==> config.mk <==
export PLATFORM = sky130hd
export DESIGN_NAME = bwm_mul
export DESIGN_NICKNAME = d
export VERILOG_FILES = /design/src/rtl/bwm_pkg.sv /design/src/rtl/bwm_ppbank.sv /design/src/rtl/bwm_stage.sv /design/src/rtl/bwm_outsel.sv /design/src/rtl/bwm_mul.sv
export SDC_FILE = /design/constraint.sdc
export NUM_CORES = 1
export LEC_CHECK = 0
export BUFFER_PORTS_ARGS = -buffer_cell sky130_fd_sc_hd__buf_2
export CAP_MARGIN = 20
export CORE_MARGIN = 5
export CORE_UTILIZATION = 52
export CTS_BUF_LIST = sky130_fd_sc_hd__clkbuf_4
export DETAILED_ROUTE_END_ITERATION = 7
export PLACE_DENSITY = 0.66
export RECOVER_POWER = 25
export SYNTH_ARGS = -nofsm -noshare
export SYNTH_HDL_FRONTEND = slang
export SYNTH_SLANG_ARGS = --single-unit
==> constraint.sdc <==
create_clock -name clk -period 8.49 [get_ports clk]
set_clock_uncertainty 0.1 [all_clocks]
set_input_delay 0.4245 -clock clk [delete_from_list [all_inputs] [get_ports clk]]
set_output_delay 0.4245 -clock clk [all_outputs]
set_load 0.02 [all_outputs]
==> src/rtl/bwm_pkg.sv <==
package bwm_pkg;

    typedef enum logic {
        PP_TRUE = 1'b0,
        PP_INV  = 1'b1
    } pp_pol_e;

    // Precision outside 2..n falls back to the full width.
    function automatic int eff_prec(input int p, input int n);
        return (p < 2 || p > n) ? n : p;
    endfunction

    // Register group of partial product a[i]*b[j].
    function automatic int grp_of(input int i, input int j);
        if (j == 0 && i > 0) return i - 1;
        return (i > j) ? i : j;
    endfunction

    // Complement when exactly one index lies at or above the sign position.
    function automatic pp_pol_e pol_of(input int i, input int j, input int p);
        return ((i >= p - 1) != (j >= p - 1)) ? PP_INV : PP_TRUE;
    endfunction

endpackage

==> src/rtl/bwm_ppbank.sv <==
module bwm_ppbank
    import bwm_pkg::*;
#(
    parameter int N  = 4,
    parameter int PW = 3
) (
    input  logic           clk,
    input  logic           rst,
    input  logic [PW-1:0]  prec,
    input  logic           in_valid,
    input  logic [N-1:0]   a,
    input  logic [N-1:0]   b,
    output logic           vld_q,
    output logic [N*N-1:0] pp_q,
    output logic [N-1:0]   grp_en,
    output logic           cin
);
    logic [N*N-1:0] pp_d;

    always_comb begin
        int p;
        logic prod;
        p = eff_prec(int'(prec), N);
        cin = (p == N);
        for (int g = 0; g < N; g++) grp_en[g] = (g < p);
        for (int i = 0; i < N; i++) begin
            for (int j = 0; j < N; j++) begin
                prod = a[i] & b[j];
                pp_d[i*N+j] = (pol_of(i, j, p) == PP_INV) ? ~prod : prod;
            end
        end
    end

    always_ff @(posedge clk) begin
        if (rst) begin
            vld_q <= 1'b0;
            pp_q  <= '0;
        end else begin
            vld_q <= in_valid;
            for (int i = 0; i < N; i++)
                for (int j = 0; j < N; j++)
                    if (grp_en[grp_of(i, j)]) pp_q[i*N+j] <= pp_d[i*N+j];
        end
    end
endmodule

==> src/rtl/bwm_stage.sv <==
module bwm_stage
    import bwm_pkg::*;
#(
    parameter int N = 4,
    parameter int S = 1,
    localparam int W = 2 * N
) (
    input  logic           clk,
    input  logic           rst,
    input  logic [N-1:0]   grp_en,
    input  logic           cin,
    input  logic           in_vld,
    input  logic [W-1:0]   in_acc,
    input  logic [N*N-1:0] in_pp,
    output logic           out_vld,
    output logic [W-1:0]   out_acc,
    output logic [N*N-1:0] out_pp
);
    logic [W-1:0] sum;

    // Add the bits of group S-1; the last stage also takes the constant one.
    always_comb begin
        sum = in_acc;
        for (int i = 0; i < N; i++)
            for (int j = 0; j < N; j++)
                if (grp_of(i, j) == S - 1 && in_pp[i*N+j])
                    sum = sum + (W'(1) << (i + j));
        if (S == N && cin) sum = sum + (W'(1) << N);
    end

    always_ff @(posedge clk) begin
        if (rst) begin
            out_vld <= 1'b0;
            out_acc <= '0;
            out_pp  <= '0;
        end else begin
            out_vld <= in_vld;
            if (grp_en[S-1]) out_acc <= sum;
            for (int i = 0; i < N; i++)
                for (int j = 0; j < N; j++)
                    if (grp_of(i, j) >= S && grp_en[grp_of(i, j)])
                        out_pp[i*N+j] <= in_pp[i*N+j];
        end
    end
endmodule

==> src/rtl/bwm_outsel.sv <==
module bwm_outsel
    import bwm_pkg::*;
#(
    parameter int N  = 4,
    parameter int PW = 3,
    localparam int W = 2 * N
) (
    input  logic          clk,
    input  logic          rst,
    input  logic [PW-1:0] prec,
    input  logic [N:0]    vld_all,
    input  logic [W-1:0]  acc_all [0:N],
    output logic          out_valid,
    output logic [W-1:0]  product
);
    logic         sel_vld;
    logic [W-1:0] sel_acc;
    logic [W-1:0] ext;

    // Pick stage p, complement bit 2p-1 and extend it upward.
    always_comb begin
        int p;
        p = eff_prec(int'(prec), N);
        sel_vld = vld_all[p];
        sel_acc = acc_all[p];
        for (int k = 0; k < W; k++)
            ext[k] = (k < 2*p - 1) ? sel_acc[k] : ~sel_acc[2*p-1];
    end

    always_ff @(posedge clk) begin
        if (rst) begin
            out_valid <= 1'b0;
            product   <= '0;
        end else begin
            out_valid <= sel_vld;
            if (sel_vld) product <= ext;
        end
    end
endmodule

==> src/rtl/bwm_mul.sv <==
module bwm_mul
    import bwm_pkg::*;
#(
    parameter int N = 4,
    localparam int PW = $clog2(N + 1),
    localparam int W  = 2 * N
) (
    input  logic          clk,
    input  logic          rst,
    input  logic [PW-1:0] prec,
    input  logic          in_valid,
    input  logic [N-1:0]  a,
    input  logic [N-1:0]  b,
    output logic          out_valid,
    output logic [W-1:0]  product
);
    logic [N:0]     vld_all;
    logic [W-1:0]   acc_all [0:N];
    logic [N*N-1:0] pp_bus  [0:N];
    logic [N-1:0]   grp_en;
    logic           cin;
    logic [N*W-1:0] acc_flat;

    bwm_ppbank #(.N(N), .PW(PW)) u_bank (
        .clk(clk), .rst(rst), .prec(prec), .in_valid(in_valid),
        .a(a), .b(b), .vld_q(vld_all[0]), .pp_q(pp_bus[0]),
        .grp_en(grp_en), .cin(cin)
    );

    assign acc_all[0] = '0;

    for (genvar s = 1; s <= N; s++) begin : g_stage
        bwm_stage #(.N(N), .S(s)) u_stage (
            .clk(clk), .rst(rst), .grp_en(grp_en), .cin(cin),
            .in_vld(vld_all[s-1]), .in_acc(acc_all[s-1]), .in_pp(pp_bus[s-1]),
            .out_vld(vld_all[s]), .out_acc(acc_all[s]), .out_pp(pp_bus[s])
        );
        assign acc_flat[(s-1)*W +: W] = acc_all[s];
    end

    bwm_outsel #(.N(N), .PW(PW)) u_out (
        .clk(clk), .rst(rst), .prec(prec), .vld_all(vld_all),
        .acc_all(acc_all), .out_valid(out_valid), .product(product)
    );
endmodule

==> qor.txt <==
mux cell area share after synthesis: 5.94%
Synth cell types: 55
detailed router's first-iteration violation count: 131
GRT Residual Overflow: 0
Setup Fix Bufs, Post-CTS: 0
vias in the first global route: 3358
count leader, synth: nand2_1
CP Launch Type: flip-flop
Placement Setup Slack: 4690 ps
switching part of the total: 30.3%
Antenna Nets Post-Route: 0
Leak Pwr: 1.88 nW
DRC Markers: 0
Worst R2R Path Depth: 18
RR Endpoint: g_stage[3].u_stage.out_acc[7]$_SDFFE_PP0P_
Mapped Area: 4400 um^2
post-layout util: 56.5%
flop2flop setup slack: 4600 ps
adder-cell share of the synthesized area: 5.71%
YS warnings: 0
xor-xnor portion of the synthesized cell area: 8.78%
syn nets: 569
Starting Density: 53.6%
Slew HR: -42.4%
fmax: 257 MHz
Power Density: 160 nW/um^2
first-pass GRT wire length: 15.5 mm
setup_tns: 0 ps
Post-synth EDFFs: 0
Worst-Margin Slew: 2140 ps
clk slew on worst S/H paths: 150 ps
initial antenna violation count: 0
First-pass DRT Iterations: 4
synthesized-area fraction occupied by and/or/nand/nor cells: 22.0%
fin. max-slew vios: 87
crit path kind: flip-flop to flip-flop
GPL Wtd Cong: 0.820
Avg Cell Area, Syn: 8.22 um^2
register area share after synthesis: 38.2%
Hold Crit Class: input port to flip-flop
Ports: 23
largest family of logic cells by synthesized area: simple AND/OR/NAND/NOR gates
clk_lat worst skew: 430 ps
clock sinks: 84
Via density: 5.37
CP endpoint kind: flip-flop
Post-Route WL: 8.86 mm
post-synth top area share: 38.2%
worst setup margin: 4600 ps
placement row count: 33
unrepaired setup endpoints after global routing: false
sequential share of power: 57.4%
failing checks: max-capacitance violations, max-slew violations
clk buf depth: 2
final setup violation count: 0
overall power: 0.745 mW
clock tree from TritonCTS: done
leading area contributor after synthesis: dfxtp_1
post-CTS resize count: 0
area delta synth->final: 5.43%
Worst Hold Launch: in_valid
CTS root buf: clkbuf_4
Total GRT Usage: 18.7%
CORE AREA: 8220 um^2
Cell Int Power: 0.519 mW
Final min period: 3890 ps
status: complete, but fails checks
layout cells sized above 1: 8.03%
sw power: 0.226 mW
Die H: 102 um
required time worst endpoint: 8630 ps
fin crit share: 45.9%
Die ar.: 10400 um^2
VDD IR max: 0.0000932 V
Max-Cap Viols: 2
port buffer count: 22
HPWL Detailed: 6.38 mm
Worst Setup EP: g_stage[3].u_stage.out_acc[7]$_SDFFE_PP0P_
Syn Inst Count: 536
Hold-fix buffers, CTS: 0
synth top area cells: dfxtp_1 38%, nand2_1 7.7%, a21oi_1 5.9%
top_reg_cell synth: dfxtp_1
nets@finish: 576
Chip Width: 102 um
H-tree depth: 3
pin count of the biggest net entering global routing: 56
total number of vias: 3508
top post-synthesis cells by count: 90 x nand2_1, 84 x dfxtp_1, 68 x nor2_1, 52 x a21oi_1, 25 x mux2i_1
synthesized flop and latch total: 84
FFs w/ async S/R, synth: 0%
launch point of the worst path: g_stage[2].u_stage.out_acc[2]$_SDFFE_PP0N_
Comb pwr share: 13.5%
Antenna diodes: 0
clock share of power: 29.1%
Compound-Gate Fraction of Synth Area: 14.6%
Layout fillers: 793
crit-path max FO: 5
cts bufs inserted: 9
drt wl/cell: 13.6 um
hold depth: 2
Final Hold Viols: 0
WP data arrival: 4030 ps
reg2reg start: g_stage[2].u_stage.out_acc[2]$_SDFFE_PP0N_
==> cell usage in the layout (no fill, tap or decap), types with 9 or more instances in the layout <==
cell,Yosys,layout
buf_2,3,12
mux2i_1,25,25
inv_1,15,15
a21oi_1,52,52
nor2b_1,9,9
clkbuf_4,0,9
xor2_1,15,15
clkbuf_1,16,11
ha_1,19,19
nand2_1,90,90
nor2_1,68,68
dfxtp_1,84,84
xnor2_1,21,21
a211oi_1,14,14
==> critical path, stage by stage, from the launching register on <==
cell and delay [ps]:
dfxtp_1 460, ha_1 280, mux2i_1 280, inv_1 80, ha_1 290, nand2b_1 140, o31ai_1 110, inv_1 110
ha_1 290, nand2_1 80, o21ai_0 180, xnor2_1 290, ha_1 210, nand2_1 60, or2_1 250, o21ai_0 150
a21oi_1 90, o21ai_1 160, a311oi_1 90
==> final cells by class <==
| class | instances | area, um^2 | area share [%] |
|---|---|---|---|
| timing repair buffer | 27 | 131 | 2.83 |
| sequential | 84 | 1680 | 36.2 |
| clock buffer | 9 | 67.6 | 1.46 |
| inverter | 15 | 56.3 | 1.21 |
| multi-input combinational | 406 | 2520 | 54.2 |
| tap | 105 | 131 | 2.83 |
| clock inverter | 7 | 58.8 | 1.27 |
==> kinds of logic after synthesis <==
| group | Yosys count |
|---|---|
| DFF | 84 |
| and+or+nand+nor | 215 |
| buffers and inverters | 46 |
| muxes | 26 |
| xor gates and xnor gates | 40 |
| other | 1 |
| adders and majority gates | 20 |
| AOI/OAI and AO/OA | 104 |
==> stage by stage <==
stage	hold WS, ps	area (um^2)	std cells
after CTS	62.1	4650	652
after global routing	54.2	4640	653
after floorplan	314	4400	536
after global placement	326	4530	636
final	99.7	4640	653
after detailed placement	324	4530	636
==> registers in the layout, indices dropped and copies added (netlist names) <==
name and flops:
u_out.out_valid 1, g_stage.u_stage.out_vld 4, g_stage.u_stage.out_acc 23, u_bank.vld_q 1
u_bank.pp_q 16, u_out.product 8, g_stage.u_stage.out_pp 31
==> power groups by stage <==
stage	logic [mW]	registers (mW)	clock network, mW
2_1_floorplan	0.0802	0.432	0
3_3_place_gp	0.0985	0.435	0
3_5_place_dp	0.101	0.436	0
4_1_cts	0.101	0.427	0.226
5_1_grt	0.114	0.430	0.247
6_report	0.101	0.427	0.217
==> per-layer routing <==
metal / up-vias / track usage (%) / share of wire (%)
li1: 1830 / - / -
met1: 1605 / 25.6 / 49
met2: 60 / 29.3 / 45
met3: 13 / 4.03 / 3.7
met4: 0 / 6.76 / 1.9
met5: - / 0 / 0
==> worst min path at each step <==
stage	end	slack, ps
floorplan	g_stage[1].u_stage.out_vld$_SDFF_PP0_	310
global placement	g_stage[1].u_stage.out_vld$_SDFF_PP0_	330
detailed placement	g_stage[2].u_stage.out_vld$_SDFF_PP0_	320
CTS	u_bank.vld_q$_SDFF_PP0_	60
global route	u_bank.vld_q$_SDFF_PP0_	50
finish	u_bank.vld_q$_SDFF_PP0_	100
(Power assumes the default switching activity.)
